### config.mk
export PLATFORM = sky130hd
export DESIGN_NAME = dbg_dr_select
export DESIGN_NICKNAME = d
export VERILOG_FILES = /design/src/rtl/dbg_dr_pkg.sv /design/src/rtl/dbg_dr_decode.sv /design/src/rtl/dbg_dr_shreg.sv /design/src/rtl/dbg_dr_tdo.sv /design/src/rtl/dbg_dr_select.sv
export SDC_FILE = /design/constraint.sdc
export NUM_CORES = 1
export LEC_CHECK = 0
export BUFFER_PORTS_ARGS = -buffer_cell sky130_fd_sc_hd__buf_2
export CORE_AREA = 8 8 165 167
export DETAILED_ROUTE_END_ITERATION = 10
export DIE_AREA = 0 0 173 175
export GPL_TIMING_DRIVEN = 0
export PLACE_DENSITY = 0.63
export RECOVER_POWER = 25
export SLEW_MARGIN = 20
export SYNTH_ARGS = -nofsm -noshare
export SYNTH_HDL_FRONTEND = slang
export SYNTH_SLANG_ARGS = --single-unit
### constraint.sdc
create_clock -name tck -period 5.2 [get_ports tck]
set_input_delay 1.04 -clock tck [delete_from_list [all_inputs] [get_ports tck]]
set_output_delay 1.04 -clock tck [all_outputs]
set_load 0.01 [all_outputs]
### src/rtl/dbg_dr_pkg.sv
`timescale 1ns/1ps
// Shared instruction codes, path selector type and decode function for the
// debug data register selector. Assumes a 5-bit instruction register.
package dbg_dr_pkg;
    localparam int IR_W = 5;

    localparam logic [IR_W-1:0] OP_IMPL    = 5'h03;
    localparam logic [IR_W-1:0] OP_ADDR    = 5'h08;
    localparam logic [IR_W-1:0] OP_DATA    = 5'h09;
    localparam logic [IR_W-1:0] OP_CTRL    = 5'h0A;
    localparam logic [IR_W-1:0] OP_ALL     = 5'h0B;
    localparam logic [IR_W-1:0] OP_DBGBOOT = 5'h0C;
    localparam logic [IR_W-1:0] OP_NRMBOOT = 5'h0D;
    localparam logic [IR_W-1:0] OP_FAST    = 5'h0E;
    localparam logic [IR_W-1:0] OP_BYPASS  = 5'h1F;

    typedef enum logic [2:0] {
        P_BYP  = 3'd0,
        P_IMPL = 3'd1,
        P_ADDR = 3'd2,
        P_DATA = 3'd3,
        P_CTRL = 3'd4,
        P_ALL  = 3'd5,
        P_FAST = 3'd6
    } path_e;

    // Map an instruction code to the scan path it selects.
    function automatic path_e decode_op(input logic [IR_W-1:0] op);
        path_e p;
        case (op)
            OP_IMPL:    p = P_IMPL;
            OP_ADDR:    p = P_ADDR;
            OP_DATA:    p = P_DATA;
            OP_CTRL:    p = P_CTRL;
            OP_ALL:     p = P_ALL;
            OP_FAST:    p = P_FAST;
            OP_DBGBOOT: p = P_BYP;
            OP_NRMBOOT: p = P_BYP;
            OP_BYPASS:  p = P_BYP;
            default:    p = P_BYP;
        endcase
        return p;
    endfunction
endpackage

### src/rtl/dbg_dr_decode.sv
`timescale 1ns/1ps
// Instruction decoder: turns the instruction code into a path selector and
// one enable per register group. Purely combinational; it assumes the
// instruction is stable for a whole capture/shift/update sequence.
module dbg_dr_decode
    import dbg_dr_pkg::*;
(
    input  logic [IR_W-1:0] instr,
    output path_e           path,
    output logic            en_impl,
    output logic            en_addr,
    output logic            en_data,
    output logic            en_ctrl,
    output logic            en_fast,
    output logic            en_byp
);
    // Select the path and the registers it contains.
    always_comb begin
        path    = decode_op(instr);
        en_impl = (path == P_IMPL);
        en_addr = (path == P_ADDR) || (path == P_ALL);
        en_data = (path == P_DATA) || (path == P_ALL) || (path == P_FAST);
        en_ctrl = (path == P_CTRL) || (path == P_ALL);
        en_fast = (path == P_FAST);
        en_byp  = (path == P_BYP);
    end

    // Bypass excludes every other register group.
    always_comb begin
        a_r8_byp_alone: assert (!(en_byp && (en_impl || en_addr || en_data || en_ctrl || en_fast)))
            else $error("bypass selected together with another register");
    end
endmodule

### src/rtl/dbg_dr_shreg.sv
`timescale 1ns/1ps
// Capture/shift/update register: a W-bit shift stage that loads a parallel
// value on capture, shifts right (LSB toward TDO) on shift, and copies into
// a holding register on update. Assumes W >= 2 and one-hot use of the
// strobes by the TAP controller; capture wins over shift.
module dbg_dr_shreg #(
    parameter int          W       = 32,
    parameter logic [W-1:0] RST_VAL = '0
) (
    input  logic         tck,
    input  logic         rst_n,
    input  logic         cap_en,
    input  logic         sh_en,
    input  logic         upd_en,
    input  logic         sin,
    input  logic [W-1:0] par_i,
    output logic [W-1:0] hold_o,
    output logic         sout
);
    logic [W-1:0] sr_q;
    logic [W-1:0] hold_q;

    // Shift stage: parallel load on capture, move one bit on shift.
    always_ff @(posedge tck) begin
        if (!rst_n)      sr_q <= '0;
        else if (cap_en) sr_q <= par_i;
        else if (sh_en)  sr_q <= {sin, sr_q[W-1:1]};
    end

    // Holding register: written only on update.
    always_ff @(posedge tck) begin
        if (!rst_n)      hold_q <= RST_VAL;
        else if (upd_en) hold_q <= sr_q;
    end

    assign hold_o = hold_q;
    assign sout   = sr_q[0];

    a_r3_capture_loads: assert property (@(posedge tck) disable iff (!rst_n)
        rst_n && cap_en |=> sr_q == $past(par_i));
    a_r9_idle_holds: assert property (@(posedge tck) disable iff (!rst_n)
        rst_n && !cap_en && !sh_en |=> $stable(sr_q));
    a_r9_shift_moves: assert property (@(posedge tck) disable iff (!rst_n)
        rst_n && sh_en && !cap_en |=> sr_q == {$past(sin), $past(sr_q[W-1:1])});
    a_r10_hold_kept: assert property (@(posedge tck) disable iff (!rst_n)
        rst_n && !upd_en |=> $stable(hold_q));
    a_r10_hold_loads: assert property (@(posedge tck) disable iff (!rst_n)
        rst_n && upd_en |=> hold_q == $past(sr_q));
endmodule

### src/rtl/dbg_dr_tdo.sv
`timescale 1ns/1ps
// TDO stage: picks the serial output of the selected path and retimes it on
// the falling edge of TCK. Assumes the path selector is stable while shifting.
module dbg_dr_tdo
    import dbg_dr_pkg::*;
(
    input  logic  tck,
    input  logic  rst_n,
    input  path_e path,
    input  logic  impl_b,
    input  logic  addr_b,
    input  logic  data_b,
    input  logic  ctrl_b,
    input  logic  fast_b,
    input  logic  byp_b,
    output logic  tdo
);
    logic sel_b;
    logic live_q;

    // Choose the bit nearest TDO on the active path.
    always_comb begin
        case (path)
            P_IMPL:  sel_b = impl_b;
            P_ADDR:  sel_b = addr_b;
            P_DATA:  sel_b = data_b;
            P_CTRL:  sel_b = ctrl_b;
            P_ALL:   sel_b = ctrl_b;
            P_FAST:  sel_b = fast_b;
            default: sel_b = byp_b;
        endcase
    end

    // Falling-edge output flop.
    always_ff @(negedge tck) begin
        if (!rst_n) tdo <= 1'b0;
        else        tdo <= sel_b;
    end

    // Marks falling edges that follow at least one out-of-reset falling edge.
    always_ff @(negedge tck) begin
        if (!rst_n) live_q <= 1'b0;
        else        live_q <= 1'b1;
    end

    a_r9_tdo_follows: assert property (@(negedge tck) disable iff (!rst_n)
        live_q |-> tdo == $past(sel_b));
endmodule

### src/rtl/dbg_dr_select.sv
`timescale 1ns/1ps
// Debug TAP data register selector (top). Holds the implementation-code,
// address, data, control, bypass and fast-data registers and joins the
// path chosen by the instruction between TDI and TDO. Assumes the TAP
// controller raises at most one of capture_dr/shift_dr/update_dr per cycle
// and keeps instr stable through a scan.
module dbg_dr_select
    import dbg_dr_pkg::*;
#(
    parameter int                 ADDR_W    = 32,
    parameter int                 DATA_W    = 32,
    parameter int                 CTRL_W    = 32,
    parameter int                 PRACC_BIT = 18,
    parameter logic [31:0]        IMPL_CODE = 32'h2A5C_0107,
    parameter logic [ADDR_W-1:0]  ADDR_RST  = '0,
    parameter logic [DATA_W-1:0]  DATA_RST  = '0,
    parameter logic [CTRL_W-1:0]  CTRL_RST  = '0
) (
    input  logic              tck,
    input  logic              trst_n,
    input  logic              capture_dr,
    input  logic              shift_dr,
    input  logic              update_dr,
    input  logic [IR_W-1:0]   instr,
    input  logic              tdi,
    output logic              tdo,
    input  logic [ADDR_W-1:0] addr_cap_i,
    input  logic [DATA_W-1:0] data_cap_i,
    input  logic [CTRL_W-1:0] ctrl_cap_i,
    output logic [ADDR_W-1:0] addr_o,
    output logic [DATA_W-1:0] data_o,
    output logic [CTRL_W-1:0] ctrl_o
);
    localparam int IMPL_W = $bits(IMPL_CODE);

    path_e path;
    logic  en_impl, en_addr, en_data, en_ctrl, en_fast, en_byp;
    logic  addr_sout, data_sout, ctrl_sout;
    logic  data_sin, ctrl_sin;
    logic  chain_all;
    logic [IMPL_W-1:0] impl_sr;
    logic  fast_q;
    logic  byp_q;

    dbg_dr_decode u_decode (
        .instr   (instr),
        .path    (path),
        .en_impl (en_impl),
        .en_addr (en_addr),
        .en_data (en_data),
        .en_ctrl (en_ctrl),
        .en_fast (en_fast),
        .en_byp  (en_byp)
    );

    // Serial links: chained under ALL, otherwise each register fed from TDI.
    assign chain_all = (path == P_ALL);
    assign data_sin  = chain_all ? addr_sout : tdi;
    assign ctrl_sin  = chain_all ? data_sout : tdi;

    dbg_dr_shreg #(.W(ADDR_W), .RST_VAL(ADDR_RST)) u_addr (
        .tck    (tck),
        .rst_n  (trst_n),
        .cap_en (capture_dr && en_addr),
        .sh_en  (shift_dr && en_addr),
        .upd_en (update_dr && en_addr),
        .sin    (tdi),
        .par_i  (addr_cap_i),
        .hold_o (addr_o),
        .sout   (addr_sout)
    );

    dbg_dr_shreg #(.W(DATA_W), .RST_VAL(DATA_RST)) u_data (
        .tck    (tck),
        .rst_n  (trst_n),
        .cap_en (capture_dr && en_data),
        .sh_en  (shift_dr && en_data),
        .upd_en (update_dr && en_data),
        .sin    (data_sin),
        .par_i  (data_cap_i),
        .hold_o (data_o),
        .sout   (data_sout)
    );

    dbg_dr_shreg #(.W(CTRL_W), .RST_VAL(CTRL_RST)) u_ctrl (
        .tck    (tck),
        .rst_n  (trst_n),
        .cap_en (capture_dr && en_ctrl),
        .sh_en  (shift_dr && en_ctrl),
        .upd_en (update_dr && en_ctrl),
        .sin    (ctrl_sin),
        .par_i  (ctrl_cap_i),
        .hold_o (ctrl_o),
        .sout   (ctrl_sout)
    );

    // Implementation-code shift stage: loads the constant, no holding register.
    always_ff @(posedge tck) begin
        if (!trst_n)                   impl_sr <= '0;
        else if (capture_dr && en_impl) impl_sr <= IMPL_CODE;
        else if (shift_dr && en_impl)   impl_sr <= {tdi, impl_sr[IMPL_W-1:1]};
    end

    // Fast-data stage: takes the pending flag on capture, follows data on shift.
    always_ff @(posedge tck) begin
        if (!trst_n)                    fast_q <= 1'b0;
        else if (capture_dr && en_fast) fast_q <= ctrl_cap_i[PRACC_BIT];
        else if (shift_dr && en_fast)   fast_q <= data_sout;
    end

    // Bypass stage: clears on capture, passes TDI on shift.
    always_ff @(posedge tck) begin
        if (!trst_n)                   byp_q <= 1'b0;
        else if (capture_dr && en_byp) byp_q <= 1'b0;
        else if (shift_dr && en_byp)   byp_q <= tdi;
    end

    dbg_dr_tdo u_tdo (
        .tck    (tck),
        .rst_n  (trst_n),
        .path   (path),
        .impl_b (impl_sr[0]),
        .addr_b (addr_sout),
        .data_b (data_sout),
        .ctrl_b (ctrl_sout),
        .fast_b (fast_q),
        .byp_b  (byp_q),
        .tdo    (tdo)
    );

    a_r2_impl_capture: assert property (@(posedge tck) disable iff (!trst_n)
        trst_n && capture_dr && en_impl |=> impl_sr == IMPL_CODE);
    a_r7_fast_takes_flag: assert property (@(posedge tck) disable iff (!trst_n)
        trst_n && capture_dr && en_fast |=> fast_q == $past(ctrl_cap_i[PRACC_BIT]));
    a_r8_bypass_zero: assert property (@(posedge tck) disable iff (!trst_n)
        trst_n && capture_dr && en_byp |=> byp_q == 1'b0);
    a_r7_fast_follows_data: assert property (@(posedge tck) disable iff (!trst_n)
        trst_n && shift_dr && en_fast && !capture_dr |=> fast_q == $past(data_sout));
endmodule

==> results.md <==
- Num rows: between 50 and 60
- Remaining routing DRC violations: 0
- TNS Setup: 0 ns
- Worst setup EP type: flip-flop
- Clock Pin Slew Worst Setup and Hold Paths: ~0.060 ns
- Tightest Pin Transition: 0.9801 ns
- Routed met1 length: between 10000 and 15000 um
- Status: finished clean
- # setup viols final: 0
- Slew Viols, Final: 0
- Critical path's largest stage delay: roughly 0.61 ns
- Max-Cap Viols: 0
- Layout fillers: between 2000 and 3000
- Class of the worst hold path: flip-flop to flip-flop
- Largest net degree at the start of global routing: 13
- Initial DRT Pass Iterations: 5
- Chip Width: between 150 and 200 um
- Slowest cell on crit path: clkbuf_1
- Post-DP Area: around 11000 um2
- Simple-gate share of the synthesized area: 17.75%
- Final setup skew: ~0.060 ns
- Post-detail-place hpwl: approximately 21000 um
- Synth Area in Adders: 0%
- Layout cells sized above 1: 18.99%
- Mean Syn Cell Area: just under 9 um2
- Post-synthesis mux area share: 3.561%
- Setup WS pre-CTS: -0.2048 ns
- Largest family of logic cells by synthesized area: compound AO/OA/AOI/OAI gates
- Core area: 24670 um2
- Nets: about 1400
- Die H: between 150 and 200 um
- Cells after synthesis: between 1000 and 1500
- Crit-path max FO: 10
- Synth unique cells: 43
- Crit path kind: primary input to flip-flop
- Routed vias: between 8000 and 9000
- Unrepaired setup endpoints after global routing: no
- Post-synthesis compound-gate area fraction: about a quarter
- Most frequent CP cell: clkbuf_1
- Register area: 4544 um2
- # resized after CTS: 0
- H-tree depth: 1
- CTS tree: yes
- Ratio of total power to cell area: 321.9 nW/um2
- Area of the multi-input gates: 4374 um2
- Drt wl/cell: ~18 um
- Data arrival, critical path: ~2.8 ns
- Met2 routed WL: about 13000 um
- Clk sinks: approximately 230
- Uppermost routed layer: met5
- Seq/Total Area, Yosys: between 40% and 50%
- Iter 0 DRT Violations: between 400 and 500
- Starting density of the core: 39.02%
- Number of I/O pins: slightly above 200
- First-pass GRT wire length: ~47000 um
- GRT Overall Usage: between 15 and 20%
- Routed WL: 29160 um
- Hold Buf Count CTS: 0
- Layout area overhead: 21.73%
- Slew margin rel.: ~35%
- VDD IR max: 0.0001875 V
- Post-Synth XOR/XNOR Area: less than 1%
- Total power: 0.003772 W
- Commonest non-fill, non-tap cell in the layout: dfxtp_1
- Metal3 WL: roughly 1800 um
- Vias in the first global route: about 8700
- Post-synth EDFFs: 0
- CP cell instances: clkbuf_1, clkbuf_1, clkbuf_1, o221a_2
- Routed Antenna Nets: 0
- Synth warnings: 0
- Number of post-CTS setup repair buffers: 0
- Port buffer count: 201
- Clk root buf: clkbuf_16
- Async set-reset flop share out of synthesis: 0%
- GPL Wtd Cong: approximately 0.83
- CP Launch Type: primary input
- Initial antenna violation count: 6
- Die ar.: between 30000 and 40000 um2
- Seq cells post-synth: 227
- CTS buffer count: 25
- Critical Path RT: 3.11 ns
- Synthesized cell area: 9627 um2
- Global route overflow: 0
- Top_reg_cell synth: dfxtp_1
- Hold Vio Cnt, Final: 0
- Cell area after layout: 11720 um2
- CTS max path bufs: 3
- Clk_lat worst skew: 0.57 ns
- Worst setup margin: 0.3504 ns
- Syn_nets: about 1200
- Commonest non-fill, non-tap cells in the layout: dfxtp_1 (227), nand2_1 (185), clkbuf_1 (165)
- Leakage: between 5 and 6 nW
- Post-DR vias/cell: between 5 and 6
- Layout Utilization: approximately 47%
-- final timing paths --
kind                                      from          to  slack, ns  cells past startpoint
worst max-delay path                    trst_n   u_tdo.tdo       0.35                      4
worst min-delay path                impl_sr[6]  impl_sr[5]       0.44                      2
worst max register to register  u_data.sr_q[0]   u_tdo.tdo       1.31                      4
worst min register to register      impl_sr[6]  impl_sr[5]       0.44                      2
-- cell usage after synthesis (all sizes together) (31+ instances only) --
| library cell | instances | area [um2] |
|---|---|---|
| nor2b | 34 | 212.7 |
| o211a | 32 | 320.3 |
| a21boi | 43 | 322.8 |
| o221a | 64 | 720.7 |
| clkbuf | 79 | 296.5 |
| o21ai | 36 | 180.2 |
| mux2i | 32 | 320.3 |
| inv | 67 | 251.5 |
| a21oi | 95 | 475.5 |
| nor3b | 65 | 488.0 |
| nand3 | 33 | 165.2 |
| o22ai | 31 | 193.9 |
| nand2 | 185 | 694.4 |
| dfxtp | 227 | 4544 |
-- critical path: cells and delay by family --
family                 cells  cell delay (ns)
AOI/OAI and AO/OA          1             0.31
buffers and inverters      3             1.41
-- layer usage --
metal	up-vias	GRT usage, %
met5	-	0
met4	8	5.174
met3	44	4.986
met2	234	29.18
met1	4131	24.71
li1	4260	-
-- sequential cells by signal (all words and copies together) (netlist names), 32 cells and up --
name / flops
u_addr.sr_q: 32
u_data.sr_q: 32
u_data.hold_o: 32
impl_sr: 32
u_addr.hold_o: 32
u_ctrl.sr_q: 32
u_ctrl.hold_o: 32
-- cell families (layout without fill, tap and decap cells) --
| family | after synthesis | in the layout |
|---|---|---|
| buf+inv | 173 | 416 |
| other cells | 0 | 2 |
| xor+xnor | 1 | 1 |
| flops | 227 | 227 |
| mux | 34 | 34 |
| simple gates | 341 | 341 |
| compound gates | 313 | 313 |
-- through the flow --
| step | instances | hold WS, ns |
|---|---|---|
| 4_1_cts | 1662 | 0.4516 |
| 3_3_place_gp | 1620 | 0.4375 |
| 3_5_place_dp | 1620 | 0.4442 |
| 6_report | 1664 | 0.4447 |
| 2_1_floorplan | 1089 | 0.4310 |
| 5_1_grt | 1664 | 0.4684 |
-- power breakdown --
| group | total [W] | switching, W | internal [W] |
|---|---|---|---|
| clock network | 0.00168 | 0.000705 | 0.000978 |
| registers | 0.00179 | 0.0000245 | 0.00177 |
| logic | 0.000296 | 0.000170 | 0.000126 |
-- layout make-up --
class	instances	share of cell area (%)
flip-flops and latches	227	38.78
clock inverters	6	0.2776
well taps	330	3.523
inverters	66	2.114
plain buffers	106	3.876
repair buffers	201	7.741
diodes	2	0.04271
clock buffers	37	6.321
multi-input cells	689	37.33
Note: power is estimated with default switching activity, not from simulation.
